**config.mk**
```make
export PLATFORM = sky130hd
export DESIGN_NAME = adc_byte_reader
export DESIGN_NICKNAME = d
export VERILOG_FILES = /design/src/rtl/adc_rd_pkg.sv /design/src/rtl/adc_rd_timer.sv /design/src/rtl/adc_rd_pacer.sv /design/src/rtl/adc_rd_word.sv /design/src/rtl/adc_byte_reader.sv
export SDC_FILE = /design/constraint.sdc
export NUM_CORES = 1
export LEC_CHECK = 0
export BUFFER_PORTS_ARGS = -buffer_cell sky130_fd_sc_hd__buf_2
export CORE_ASPECT_RATIO = 0.9
export CORE_MARGIN = 2
export CORE_UTILIZATION = 55
export DETAILED_ROUTE_END_ITERATION = 8
export GPL_ROUTABILITY_DRIVEN = 0
export HOLD_SLACK_MARGIN = 0.08
export PLACE_DENSITY = 0.74
export SLEW_MARGIN = 20
export SYNTH_ARGS = -nofsm -noshare
export SYNTH_HDL_FRONTEND = slang
export SYNTH_SLANG_ARGS = --single-unit
```
**constraint.sdc**
```tcl
create_clock -name clk_i -period 2.2 [get_ports clk_i]
set_input_delay 0.11 -clock clk_i [delete_from_list [all_inputs] [get_ports clk_i]]
set_output_delay 0.11 -clock clk_i [all_outputs]
set_load 0.01 [all_outputs]
```
**src/rtl/adc_rd_pkg.sv**
```systemverilog
package adc_rd_pkg;
  typedef enum logic [3:0] {
    ST_IDLE,
    ST_CV_SETUP,
    ST_CV_PULSE,
    ST_WAIT_LOW,
    ST_WAIT_HIGH,
    ST_RD_HI,
    ST_RD_GAP,
    ST_RD_LO
  } rd_state_e;
endpackage

```
**src/rtl/adc_rd_timer.sv**
```systemverilog
module adc_rd_timer #(
  parameter int W = 4
) (
  input  logic         clk_i,
  input  logic         rst_ni,
  input  logic         clr_i,
  output logic [W-1:0] cnt_o
);
  // saturating up-counter, cleared on request
  always_ff @(posedge clk_i or negedge rst_ni) begin
    if (!rst_ni)            cnt_o <= '0;
    else if (clr_i)         cnt_o <= '0;
    else if (cnt_o != '1)   cnt_o <= cnt_o + 1'b1;
  end
endmodule

```
**src/rtl/adc_rd_pacer.sv**
```systemverilog
module adc_rd_pacer #(
  parameter int SPACING_CYC = 500
) (
  input  logic clk_i,
  input  logic rst_ni,
  input  logic launch_i,
  output logic ok_o
);
  localparam int SP_W = $clog2(SPACING_CYC + 1);
  localparam logic [SP_W-1:0] SP_LAST = SP_W'(SPACING_CYC - 1);

  logic [SP_W-1:0] cnt_q;

  // cnt_q is 0 in the first pulse cycle; launch allowed once it reaches SP_LAST
  always_ff @(posedge clk_i or negedge rst_ni) begin
    if (!rst_ni)               cnt_q <= SP_LAST;
    else if (launch_i)         cnt_q <= '0;
    else if (cnt_q < SP_LAST)  cnt_q <= cnt_q + 1'b1;
  end

  assign ok_o = (cnt_q == SP_LAST);
endmodule

```
**src/rtl/adc_rd_word.sv**
```systemverilog
module adc_rd_word #(
  parameter int BYTE_W = 8
) (
  input  logic                  clk_i,
  input  logic                  rst_ni,
  input  logic                  cap_hi_i,
  input  logic                  cap_lo_i,
  input  logic [BYTE_W-1:0]     data_i,
  input  logic                  ready_i,
  output logic [2*BYTE_W-1:0]   word_o,
  output logic                  valid_o
);
  logic [BYTE_W-1:0] hi_q;

  always_ff @(posedge clk_i or negedge rst_ni) begin
    if (!rst_ni) begin
      hi_q    <= '0;
      word_o  <= '0;
      valid_o <= 1'b0;
    end else begin
      if (cap_hi_i) hi_q <= data_i;
      if (cap_lo_i) begin
        word_o  <= {hi_q, data_i};
        valid_o <= 1'b1;
      end else if (valid_o && ready_i) begin
        valid_o <= 1'b0;
      end
    end
  end
endmodule

```
**src/rtl/adc_byte_reader.sv**
```systemverilog
module adc_byte_reader
  import adc_rd_pkg::*;
#(
  parameter int BYTE_W      = 8,
  parameter int PULSE_CYC   = 3,
  parameter int SETUP_CYC   = 1,
  parameter int ACCESS_CYC  = 5,
  parameter int SPACING_CYC = 500,
  parameter int TIMEOUT_CYC = 1000,
  parameter int SYNC_STAGES = 2,
  parameter bit CS_SPLIT    = 1'b0
) (
  input  logic                clk_i,
  input  logic                rst_ni,
  input  logic                start_i,
  input  logic                free_run_i,
  output logic                cs_no,
  output logic                rc_o,
  output logic                byte_sel_o,
  input  logic                busy_i,
  input  logic [BYTE_W-1:0]   data_i,
  output logic [2*BYTE_W-1:0] word_o,
  output logic                valid_o,
  input  logic                ready_i,
  output logic                err_o
);
  localparam int TMR_MAX0 = (PULSE_CYC > SETUP_CYC) ? PULSE_CYC : SETUP_CYC;
  localparam int TMR_MAX  = (TMR_MAX0 > ACCESS_CYC) ? TMR_MAX0 : ACCESS_CYC;
  localparam int TMR_W    = $clog2(TMR_MAX + 1);
  localparam int WAIT_W   = $clog2(TIMEOUT_CYC + 1);
  localparam logic [TMR_W-1:0]  PULSE_LAST  = TMR_W'(PULSE_CYC - 1);
  localparam logic [TMR_W-1:0]  SETUP_LAST  = TMR_W'(SETUP_CYC - 1);
  localparam logic [TMR_W-1:0]  ACCESS_LAST = TMR_W'(ACCESS_CYC - 1);
  localparam logic [WAIT_W-1:0] WAIT_LAST   = WAIT_W'(TIMEOUT_CYC - 1);

  rd_state_e st_q, st_d;
  logic [TMR_W-1:0]       tmr;
  logic [WAIT_W-1:0]      wait_cnt;
  logic [SYNC_STAGES-1:0] busy_sync_q;
  logic busy_s, req_q, err_q;
  logic launch, cap_hi, cap_lo, to_evt, req_take, spc_ok, in_wait;

  // BUSY comes from another clock domain
  always_ff @(posedge clk_i or negedge rst_ni) begin
    if (!rst_ni) busy_sync_q <= '1;
    else         busy_sync_q <= {busy_sync_q[SYNC_STAGES-2:0], busy_i};
  end
  assign busy_s = busy_sync_q[SYNC_STAGES-1];

  assign in_wait = (st_q == ST_WAIT_LOW) || (st_q == ST_WAIT_HIGH);

  adc_rd_timer #(.W(TMR_W)) u_st_tmr (
    .clk_i(clk_i), .rst_ni(rst_ni), .clr_i(st_d != st_q), .cnt_o(tmr)
  );

  adc_rd_timer #(.W(WAIT_W)) u_wait_tmr (
    .clk_i(clk_i), .rst_ni(rst_ni), .clr_i(!in_wait), .cnt_o(wait_cnt)
  );

  adc_rd_pacer #(.SPACING_CYC(SPACING_CYC)) u_pacer (
    .clk_i(clk_i), .rst_ni(rst_ni), .launch_i(launch), .ok_o(spc_ok)
  );

  adc_rd_word #(.BYTE_W(BYTE_W)) u_word (
    .clk_i(clk_i), .rst_ni(rst_ni), .cap_hi_i(cap_hi), .cap_lo_i(cap_lo),
    .data_i(data_i), .ready_i(ready_i), .word_o(word_o), .valid_o(valid_o)
  );

  always_comb begin
    st_d     = st_q;
    launch   = 1'b0;
    cap_hi   = 1'b0;
    cap_lo   = 1'b0;
    to_evt   = 1'b0;
    req_take = 1'b0;
    unique case (st_q)
      ST_IDLE: if ((req_q || free_run_i) && !valid_o) begin
        st_d     = ST_CV_SETUP;
        req_take = 1'b1;
      end
      // rc low, cs high: hold here until setup and spacing are both met
      ST_CV_SETUP: if (tmr >= SETUP_LAST && spc_ok) begin
        st_d   = ST_CV_PULSE;
        launch = 1'b1;
      end
      ST_CV_PULSE: if (tmr >= PULSE_LAST) st_d = ST_WAIT_LOW;
      ST_WAIT_LOW: begin
        if (!busy_s) st_d = ST_WAIT_HIGH;
        else if (wait_cnt >= WAIT_LAST) begin st_d = ST_IDLE; to_evt = 1'b1; end
      end
      ST_WAIT_HIGH: begin
        if (busy_s) st_d = ST_RD_HI;
        else if (wait_cnt >= WAIT_LAST) begin st_d = ST_IDLE; to_evt = 1'b1; end
      end
      ST_RD_HI: if (tmr >= ACCESS_LAST) begin
        cap_hi = 1'b1;
        st_d   = CS_SPLIT ? ST_RD_GAP : ST_RD_LO;
      end
      ST_RD_GAP: if (tmr >= SETUP_LAST) st_d = ST_RD_LO;
      ST_RD_LO: if (tmr >= ACCESS_LAST) begin
        cap_lo = 1'b1;
        st_d   = ST_IDLE;
      end
      default: st_d = ST_IDLE;
    endcase
  end

  always_ff @(posedge clk_i or negedge rst_ni) begin
    if (!rst_ni) begin
      st_q  <= ST_IDLE;
      req_q <= 1'b0;
      err_q <= 1'b0;
    end else begin
      st_q  <= st_d;
      err_q <= to_evt;
      if (start_i)       req_q <= 1'b1;
      else if (req_take) req_q <= 1'b0;
    end
  end

  assign cs_no      = !((st_q == ST_CV_PULSE) || (st_q == ST_RD_HI) || (st_q == ST_RD_LO));
  assign rc_o       = !((st_q == ST_CV_SETUP) || (st_q == ST_CV_PULSE));
  assign byte_sel_o = (st_q == ST_RD_GAP) || (st_q == ST_RD_LO);
  assign err_o      = err_q;
endmodule

```
==> results of run 1 <==
worst max-delay path, cell delays in order, from the launching register on:
cell and delay, ns:
dfrtp_1 0.56, inv_1 0.21, nor3_1 0.21, a21oi_1 0.05
or2_2 0.29, buf_2 0.14
per-stage QoR:
stage / instance area, sq um / setup slack, ns / cells
2_1_floorplan: 2690 / 0.543 / 229
3_3_place_gp: 2920 / 0.444 / 326
3_5_place_dp: 2920 / 0.384 / 326
4_1_cts: 3140 / 0.328 / 346
5_1_grt: 3140 / 0.136 / 346
6_report: 3140 / 0.330 / 346
state kept, by name, indices dropped and copies added, names as in the netlist:
signal	cells
u_pacer.cnt_q	9
busy_sync_q	2
u_word.valid_o	1
st_q	4
u_word.hi_q	8
req_q	1
u_wait_tmr.cnt_o	10
u_st_tmr.cnt_o	3
err_o	1
u_word.word_o	16
per-layer routing:
| layer | up-vias | wire, microns | GRT usage (%) |
|---|---|---|---|
| met5 | - | 0 | 0 |
| met4 | 0 | 45 | 6.35 |
| met3 | 4 | 155 | 4.26 |
| met2 | 29 | 2160 | 27.1 |
| met1 | 858 | 2470 | 30.6 |
| li1 | 918 | - | - |
area by class of cell:
cell class | count | area, sq um
fill | 357 | 1630
sequential | 55 | 1390
multi-input combinational | 157 | 1200
timing repair buffer | 53 | 343
tap | 65 | 81.3
clock buffer | 5 | 68.8
clock inverter | 3 | 31.3
inverter | 8 | 30.0
power breakdown:
group	total, mW	leakage (nW)	switching, mW	internal, mW
combinational	0.131	0.753	0.0681	0.0625
clock	0.602	0.0522	0.360	0.243
sequential	1.05	0.727	0.0217	1.03
total	1.78	1.53	0.449	1.33
how the worst max path moves through the flow:
| stage | slack [ns] | endpoint | cells past startpoint |
|---|---|---|---|
| finish | 0.33 | cs_no | 5 |
| global route | 0.14 | u_st_tmr.cnt_o[2] | 6 |
| CTS | 0.33 | cs_no | 5 |
| detailed placement | 0.38 | u_st_tmr.cnt_o[0] | 6 |
| global placement | 0.44 | u_st_tmr.cnt_o[2] | 6 |
| floorplan | 0.54 | u_st_tmr.cnt_o[2] | 6 |
cells by family after synthesis:
group                    Yosys count
AND/OR/NAND/NOR                   80
flip-flops                        55
AO/OA/AOI/OAI                     29
multiplexers                      29
buffers and inverters             17
XOR/XNOR                          13
adder cells (fa/ha/maj)            5
other                              1
cell usage in the layout (no fill, tap or decap), types with 3 or more instances in the layout:
master and n:
inv_1 8, clkbuf_8 5, and2_1 4, xor2_1 10, nor3_1 8, dfstp_2 9
buf_4 7, a211oi_1 4, a21oi_1 10, dlygate4sd3_1 12, and4_1 3, mux2i_1 5
a21o_1 3, nand2_1 7, nand3b_1 4, ha_1 5, nor4_1 3, buf_2 34
dfrtp_1 46, mux2_2 8, nor2_1 21, nand3_1 10, xnor2_1 3, mux2_1 16
==> flow_metrics.env, run 1 <==
export IMPL_postSynthCellCount=229
export IMPL_post_synth_fa_ha_maj_area_fraction_pct=2.33
export IMPL_cts_root_buffer="clkbuf_8"
export IMPL_postSynthRegisterBits=55
export IMPL_end_kind="output port"
export IMPL_fp_dieH_microns=70.3
export IMPL_synth_common_cells="46 x dfrtp_1, 21 x nor2_1, 16 x mux2_1"
export IMPL_status="finished clean"
export IMPL_drt_pass1_iterations=4
export IMPL_r2r_end="u_st_tmr.cnt_o[2]"
export IMPL_synth_warn=0
export IMPL_ff2ff_setup_slack_ns=0.35
export IMPL_setup_viol_count_final=0
export IMPL_max_cap_violations=0
export IMPL_number_of_placement_rows=24
export IMPL_dp_hpwl_microns=3370
export IMPL_synth_sequential_area_ratio_pct=51.7
export IMPL_synth_top_area_share_pct=42.9
export IMPL_vias_in_the_first_global_route=1713
export IMPL_worst_ir_drop_vdd_v=0.000538
export IMPL_synth_fp_nets=248
export IMPL_cp_arrival_ns=1.76
export IMPL_netlist_top_cell_by_area="dfrtp_1"
export IMPL_worst_hold_path_type="in2async"
export IMPL_route_vias_total=1809
export IMPL_synthArstFlopShare_pct=100
export IMPL_drt_wirelength_per_cell_microns=14.0
export IMPL_post_synth_main_area_contributors="dfrtp_1 43%, dfstp_2 8.8%, mux2_1 6.7%, mux2_2 3.4%, xor2_1 3.3%"
export IMPL_cts_inserted_buffers=5
export IMPL_detail_route_vias_per_cell=5.23
export IMPL_timing_slew_headroom_pct=64.4
export IMPL_setup_repair_after_global_routing_missed_its_margin="false"
export IMPL_cts_reportedPaths_clkPinSlew_ns=0.11
export IMPL_worst_clock_skew_ns=0.00517
export IMPL_drc=0
export IMPL_synth_simple_gate_area_share_pct=17.7
export IMPL_routed_wirelength_microns=4830
export IMPL_drtIter0Drc=153
export IMPL_finalPower_mw=1.78
export IMPL_io_buffers=34
export IMPL_fp_dieW_microns=77.7
export IMPL_cts_hold_fix_buffers=12
export IMPL_cellPowerDensity_nw_per_um2=567
export IMPL_cts_resized_gates=0
export IMPL_postLayoutCoreUtil_pct=65.9
export IMPL_synth_most_common_cell="dfrtp_1"
export IMPL_number_of_antenna_violations_at_the_first_check_in_global_routing=0
export IMPL_finalSetupTns_ns=0
export IMPL_core_region_area_sq_um=4770
export IMPL_synth_edf_count=0
export IMPL_syn_mean_instance_area_sq_um=11.7
export IMPL_io_pin_count=35
export IMPL_main_combinational_cell_family_by_area_after_synthesis="simple AND/OR/NAND/NOR gates"
export IMPL_data_required_time_of_the_worst_path_ns=2.09
export IMPL_kind_of_start_point_of_the_critical_path="register"
export IMPL_fp_dieArea_sq_um=5460
export IMPL_layout_drive_gt1_share_pct=27.4
export IMPL_htree_num_levels=2
export IMPL_crit_type="reg2out"
export IMPL_finalHoldViolCount=0
export IMPL_worst_slew_pin_slew_ns=0.534
export IMPL_synth_lib_cells_used_distinct=52
export IMPL_final_hold_slack_ns=0.298
export IMPL_diodes=0
export IMPL_initial_utilization_pct=56.2
export IMPL_period_needed_ns=1.87
export IMPL_startpoint="st_q[1]"
export IMPL_crit_reg2reg_launch="u_wait_tmr.cnt_o[0]"
export IMPL_number_of_slew_limit_violations_in_the_final_report=0
export IMPL_grt_remaining_overflow=0
export IMPL_tritoncts="built"
export IMPL_synth_compound_gate_area_share_pct=8.48
export IMPL_first_pass_grt_wire_length_microns=8400
export IMPL_clkLatencyLatePin_ns=0.31
export IMPL_area_of_the_mapped_netlist_sq_um=2690
export IMPL_cellLeakagePower_nw=1.53
export IMPL_synth_xor_area_share_pct=4.24
export IMPL_num_nets_final=299
export IMPL_crit_path_max_fanout=12
export IMPL_cts_sink_count=55
export IMPL_rr_worst_depth=6
export IMPL_fraction_of_synthesized_area_in_multiplexers_pct=11.9
export IMPL_finalCritPeriodShare_pct=85.0
export IMPL_max_freq_mhz=535
export IMPL_layout_area_overhead_vs_synth_pct=17.1
export IMPL_route_antenna_remaining_nets=0
export IMPL_grt_util_all_layers_pct=19.6
export IMPL_grt_max_degree=25
export IMPL_yosys_most_used_dff="dfrtp_1"
export IMPL_clk_path_buf_depth=2
export IMPL_cts_post_setup_buffers_inserted=0
Note: power is estimated with default switching activity, not from simulation.
==> run 2: changes to the inputs <==
- CORE_UTILIZATION: 55 -> 57
- PLACE_DENSITY: 0.74 -> 0.77
==> flow_metrics.env, run 2 (synthesis gave the netlist of run 1 again) <==
export IMPL_fp_dieArea_sq_um=5280
export IMPL_postLayoutCoreUtil_pct=69.5
export IMPL_worst_hold_path_type="in2async"
export IMPL_total_placed_cells_including_tap_cells=322
export IMPL_layer_with_the_highest_usage="met1"
export IMPL_clkLatencyLatePin_ns=0.31
export IMPL_setup_viol_count_final=0
export IMPL_routed_wirelength_microns=4870
export IMPL_tritoncts="built"
export IMPL_period_needed_ns=1.91
export IMPL_data_required_time_of_the_worst_path_ns=2.09
export IMPL_final_hold_slack_ns=0.255
export IMPL_number_of_slew_limit_violations_in_the_final_report=0
export IMPL_biggestRegsByFlops="u_word.word_o x16, u_wait_tmr.cnt_o x10, u_pacer.cnt_q x9"
export IMPL_drt_pass1_iterations=4
export IMPL_finalPower_mw=1.73
export IMPL_crit_path_max_fanout=12
export IMPL_first_pass_grt_wire_length_microns=8510
export IMPL_timing_critical_path_slowest_cell_delay_ns=0.58
export IMPL_grt_max_degree=25
export IMPL_kind_of_start_point_of_the_critical_path="register"
export IMPL_drtIter0Drc=107
export IMPL_num_nets_final=298
export IMPL_max_cap_violations=0
export IMPL_cts_root_buffer="clkbuf_8"
export IMPL_cellLeakagePower_nw=1.52
export IMPL_max_freq_mhz=525
export IMPL_status="finished clean"
export IMPL_io_pin_count=35
export IMPL_htree_num_levels=2
export IMPL_number_of_antenna_violations_at_the_first_check_in_global_routing=0
export IMPL_setup_repair_after_global_routing_missed_its_margin="false"
export IMPL_diodes=0
export IMPL_finalHoldViolCount=0
export IMPL_end_kind="output port"
export IMPL_cp_num_buf_inv=2
export IMPL_vias_in_the_first_global_route=1841
export IMPL_layoutNonFillerInstCount=342
export IMPL_initial_utilization_pct=59.8
export IMPL_cts_inserted_buffers=5
export IMPL_startpoint="st_q[1]"
export IMPL_worst_clock_skew_ns=0.0113
export IMPL_cts_sink_count=55
export IMPL_cpMaxStageDelayCell="dfrtp_1"
export IMPL_crit_type="reg2out"
export IMPL_timing_critical_path_cells="inv_1, nor3_1, a21oi_1, or2_2, buf_2"
export IMPL_clk_path_buf_depth=2
export IMPL_layout_filler_cells=342
export IMPL_finalSetupTns_ns=0
export IMPL_grt_remaining_overflow=0
export IMPL_layout_cells_most_common="dfrtp_1"
export IMPL_fp_dieH_microns=69.1
export IMPL_fp_dieW_microns=76.3
export IMPL_finalCritPeriodShare_pct=86.6
export IMPL_number_of_placement_rows=23
export IMPL_largest_register_by_flop_count="u_word.word_o"
export IMPL_worst_ir_drop_vdd_v=0.000535
export IMPL_core_region_area_sq_um=4490
export IMPL_io_buffers=34
export IMPL_crit_reg2reg_launch="u_wait_tmr.cnt_o[0]"
export IMPL_cellPowerDensity_nw_per_um2=554
export IMPL_most_frequent_cells_in_the_layout="46 x dfrtp_1, 34 x buf_2, 21 x nor2_1"
export IMPL_global_route_track_usage_on_met2_pct=29.5
export IMPL_layout_area_overhead_vs_synth_pct=16.2
export IMPL_cp_top_family="flip-flops"
export IMPL_layout_drive_gt1_share_pct=27.1
export IMPL_dp_hpwl_microns=3430
export IMPL_grtUsageMet3_pct=3.53
export IMPL_route_antenna_remaining_nets=0
export IMPL_detail_route_vias_per_cell=5.42
export IMPL_cp_arrival_ns=1.80
export IMPL_drt_wirelength_per_cell_microns=14.2
export IMPL_drc=0
export IMPL_largest_register_ffs=16
export IMPL_cts_reportedPaths_clkPinSlew_ns=0.10
export IMPL_grt_util_all_layers_pct=19.8
export IMPL_route_vias_total=1853
export IMPL_met1_usage_pct=29.8
-- run 2: changes by cell type in the layout (fill, tap and decap cells not counted), sizes merged --
cell / delta
buf: -1
clkinv: +1
inv: -1
-- run 2: what timing repair did --
action	4_1_cts	5_1_grt
resized for setup	0	0
hold buffers	12	0
buffers inserted	0	0
endpoints found under the hold margin	35	0
-- run 2: path summary, 6_finish.rpt --
kind / end / cells after the start / slack [ns]
worst max-delay path: cs_no / 5 / 0.29
worst min-delay path: u_pacer.cnt_q[3] / 2 / 0.26
worst max register to register: u_st_tmr.cnt_o[2] / 6 / 0.37
worst min register to register: busy_sync_q[1] / 0 / 0.36
max in group asynchronous: busy_sync_q[1] / 3 / 1.23
min in group clk_i: busy_sync_q[1] / 0 / 0.36
-- run 2: metrics by stage --
step | instance area (sq um) | setup slack [ns]
floorplan | 2690 | 0.543
finish | 3120 | 0.295
detailed placement | 2910 | 0.401
CTS | 3120 | 0.295
global placement | 2910 | 0.446
global route | 3120 | 0.169
-- run 2: area by class of cell --
cell class	instances	area (sq um)	share of cell area, %
well taps	62	77.6	2.49
repair buffers	52	335	10.7
flip-flops and latches	55	1390	44.5
multi-input cells	157	1200	38.5
clock buffers	5	68.8	2.21
inverters	8	30.0	0.962
clock inverters	3	18.8	0.601
-- run 2: per-layer routing --
layer | wire, microns | part of all wire, % | up-vias
met3 | 211 | 4.3 | 6
met1 | 2440 | 50 | 888
li1 | - | - | 913
met5 | 0 | 0 | -
met4 | 68 | 1.4 | 0
met2 | 2150 | 44 | 46
-- run 2: worst reg2reg max path, delay by kind of cell, from the launching register on --
family                     cells  cell delay [ns]
AOI/OAI and AO/OA              3             0.53
adders and majority gates      1             0.24
DFF                            1             0.42
and+or+nand+nor                2             0.53
-- run 2: power breakdown --
part	switching [mW]	internal (mW)	leakage (nW)	total, mW
Clock	0.328	0.225	0.0483	0.553
Combinational	0.0659	0.0611	0.748	0.127
Sequential	0.0221	1.03	0.727	1.05
==> run 3: changes to the inputs <==
- RECOVER_POWER: not set -> 25
==> flow_metrics.env, run 3 (synthesis gave the netlist of run 1 again) <==
export IMPL_power_combinational_fraction_pct=7.3
export IMPL_cp_top_family="flip-flops"
export IMPL_postLayoutCoreUtil_pct=69.3
export IMPL_htree_num_levels=2
export IMPL_total_placed_cells_including_tap_cells=322
export IMPL_route_vias_total=1853
export IMPL_worst_ir_drop_vdd_v=0.000535
export IMPL_cellLeakagePower_nw=1.51
export IMPL_cts_inserted_buffers=5
export IMPL_worst_hold_path_type="reg2reg"
export IMPL_status="finished clean"
export IMPL_setup_viol_count_final=0
export IMPL_cts_resized_gates=0
export IMPL_io_buffers=34
export IMPL_wp_depth=5
export IMPL_num_nets_final=298
export IMPL_dp_hpwl_microns=3430
export IMPL_share_seq_of_total_power_pct=60.7
export IMPL_finalHoldViolCount=0
export IMPL_largest_register_by_flop_count="u_word.word_o"
export IMPL_cpMaxStageDelayCell="dfrtp_1"
export IMPL_rr_worst_depth=6
export IMPL_hold_path_depth=0
export IMPL_core_region_area_sq_um=4490
export IMPL_worst_slew_pin_slew_ns=1.02
export IMPL_grt_util_all_layers_pct=19.8
export IMPL_cp_arrival_ns=1.78
export IMPL_drt_pass1_iterations=4
export IMPL_io_pin_count=35
export IMPL_max_cap_violations=0
export IMPL_kind_of_start_point_of_the_critical_path="register"
export IMPL_grt_max_degree=25
export IMPL_routed_wirelength_microns=4850
export IMPL_clkLatencyLatePin_ns=0.31
export IMPL_period_needed_ns=1.89
export IMPL_first_pass_grt_wire_length_microns=8510
export IMPL_internal_power_mw=1.31
export IMPL_drc=0
export IMPL_vias_in_the_first_global_route=1841
export IMPL_data_required_time_of_the_worst_path_ns=2.09
export IMPL_layout_area_overhead_vs_synth_pct=15.9
export IMPL_max_freq_mhz=529
export IMPL_finalCritPeriodShare_pct=86.0
export IMPL_most_frequent_cells_in_the_layout="46 x dfrtp_1, 31 x buf_2, 21 x nor2_1"
export IMPL_switchingPower_mw=0.417
export IMPL_layoutNonFillerInstCount=342
export IMPL_finalSetupTns_ns=0
export IMPL_setup_slack_ns=0.308
export IMPL_biggestRegsByFlops="u_word.word_o x16, u_wait_tmr.cnt_o x10, u_pacer.cnt_q x9"
export IMPL_cts_reportedPaths_clkPinSlew_ns=0.09
export IMPL_number_of_placement_rows=23
export IMPL_cellPowerDensity_nw_per_um2=555
export IMPL_initial_utilization_pct=59.8
export IMPL_finalPower_mw=1.73
export IMPL_end_kind="output port"
export IMPL_detail_route_vias_per_cell=5.42
export IMPL_crit_type="reg2out"
export IMPL_largest_register_ffs=16
export IMPL_drt_wirelength_per_cell_microns=14.2
export IMPL_route_antenna_remaining_nets=0
export IMPL_power_switching_share_pct=24.1
export IMPL_fp_dieW_microns=76.3
export IMPL_fp_dieArea_sq_um=5280
export IMPL_grt_remaining_overflow=0
export IMPL_drtIter0Drc=107
export IMPL_tritoncts="built"
export IMPL_worst_clock_skew_ns=0.0115
export IMPL_layout_drive_gt1_share_pct=25.7
export IMPL_clk_path_buf_depth=2
export IMPL_clkPwrFrac_pct=32.0
export IMPL_timing_critical_path_slowest_cell_delay_ns=0.57
export IMPL_cp_num_buf_inv=2
export IMPL_number_of_slew_limit_violations_in_the_final_report=0
export IMPL_fp_dieH_microns=69.1
export IMPL_crit_path_max_fanout=12
export IMPL_diodes=0
export IMPL_setup_repair_after_global_routing_missed_its_margin="false"
export IMPL_number_of_antenna_violations_at_the_first_check_in_global_routing=0
export IMPL_timing_critical_path_cells="inv_1, nor3_1, a21oi_1, or2_2, buf_2"
export IMPL_cts_root_buffer="clkbuf_8"
export IMPL_pre_cts_setup_slack_ns=0.401
export IMPL_layout_cells_most_common="dfrtp_1"
export IMPL_timing_slew_headroom_pct=32.1
export IMPL_cts_sink_count=55
==> run 3: changes by cell type in the layout (fill, tap and decap cells not counted), sizes merged <==
| cell | delta |
|---|---|
| buf | -4 |
| clkbuf | +4 |
==> run 3: what timing repair did <==
| item | in CTS | in global routing |
|---|---|---|
| buffers inserted | 0 | 0 |
| hold buffers | 12 | 0 |
| endpoints found under the hold margin | 35 | 0 |
==> run 3: layout make-up <==
cell class / instances / area [sq um]
clock inverter: 3 / 18.8
clock buffer: 5 / 68.8
sequential: 55 / 1390
fill: 344 / 1380
tap: 62 / 77.6
multi-input combinational: 157 / 1200
inverter: 8 / 30.0
timing repair buffer: 52 / 328
==> run 3: metal layers <==
metal | track usage [%] | vias up | wire [microns]
li1 | - | 912 | -
met4 | 6.06 | 0 | 68
met2 | 29.5 | 48 | 2150
met3 | 3.53 | 6 | 217
met5 | 0 | - | 0
met1 | 29.8 | 887 | 2420
==> run 3: metrics by stage <==
stage	area, sq um	hold WS (ns)
after floorplan	2690	-0.186
after global placement	2910	0.0692
after detailed placement	2910	0.0749
after CTS	3120	0.268
after global routing	3110	0.367
final	3110	0.364
==> run 3: path summary, 6_finish.rpt <==
path	start	end	slack (ns)
setup / recovery	st_q[1]	cs_no	0.31
hold / removal	busy_sync_q[0]	busy_sync_q[1]	0.36
setup reg to reg	u_wait_tmr.cnt_o[0]	u_st_tmr.cnt_o[2]	0.37
hold reg to reg	busy_sync_q[0]	busy_sync_q[1]	0.36
max in group asynchronous	rst_ni	u_word.hi_q[1]	0.49
min in group asynchronous	rst_ni	u_pacer.cnt_q[3]	0.48
==> run 3: power groups by stage <==
stage               Clock (mW)  Combinational (mW)  Sequential, mW
CTS                      0.567               0.129            1.05
floorplan                    0              0.0682            1.06
detailed placement           0               0.112            1.07
finish                   0.553               0.126            1.05
global route             0.609               0.143            1.05
global placement             0               0.110            1.07
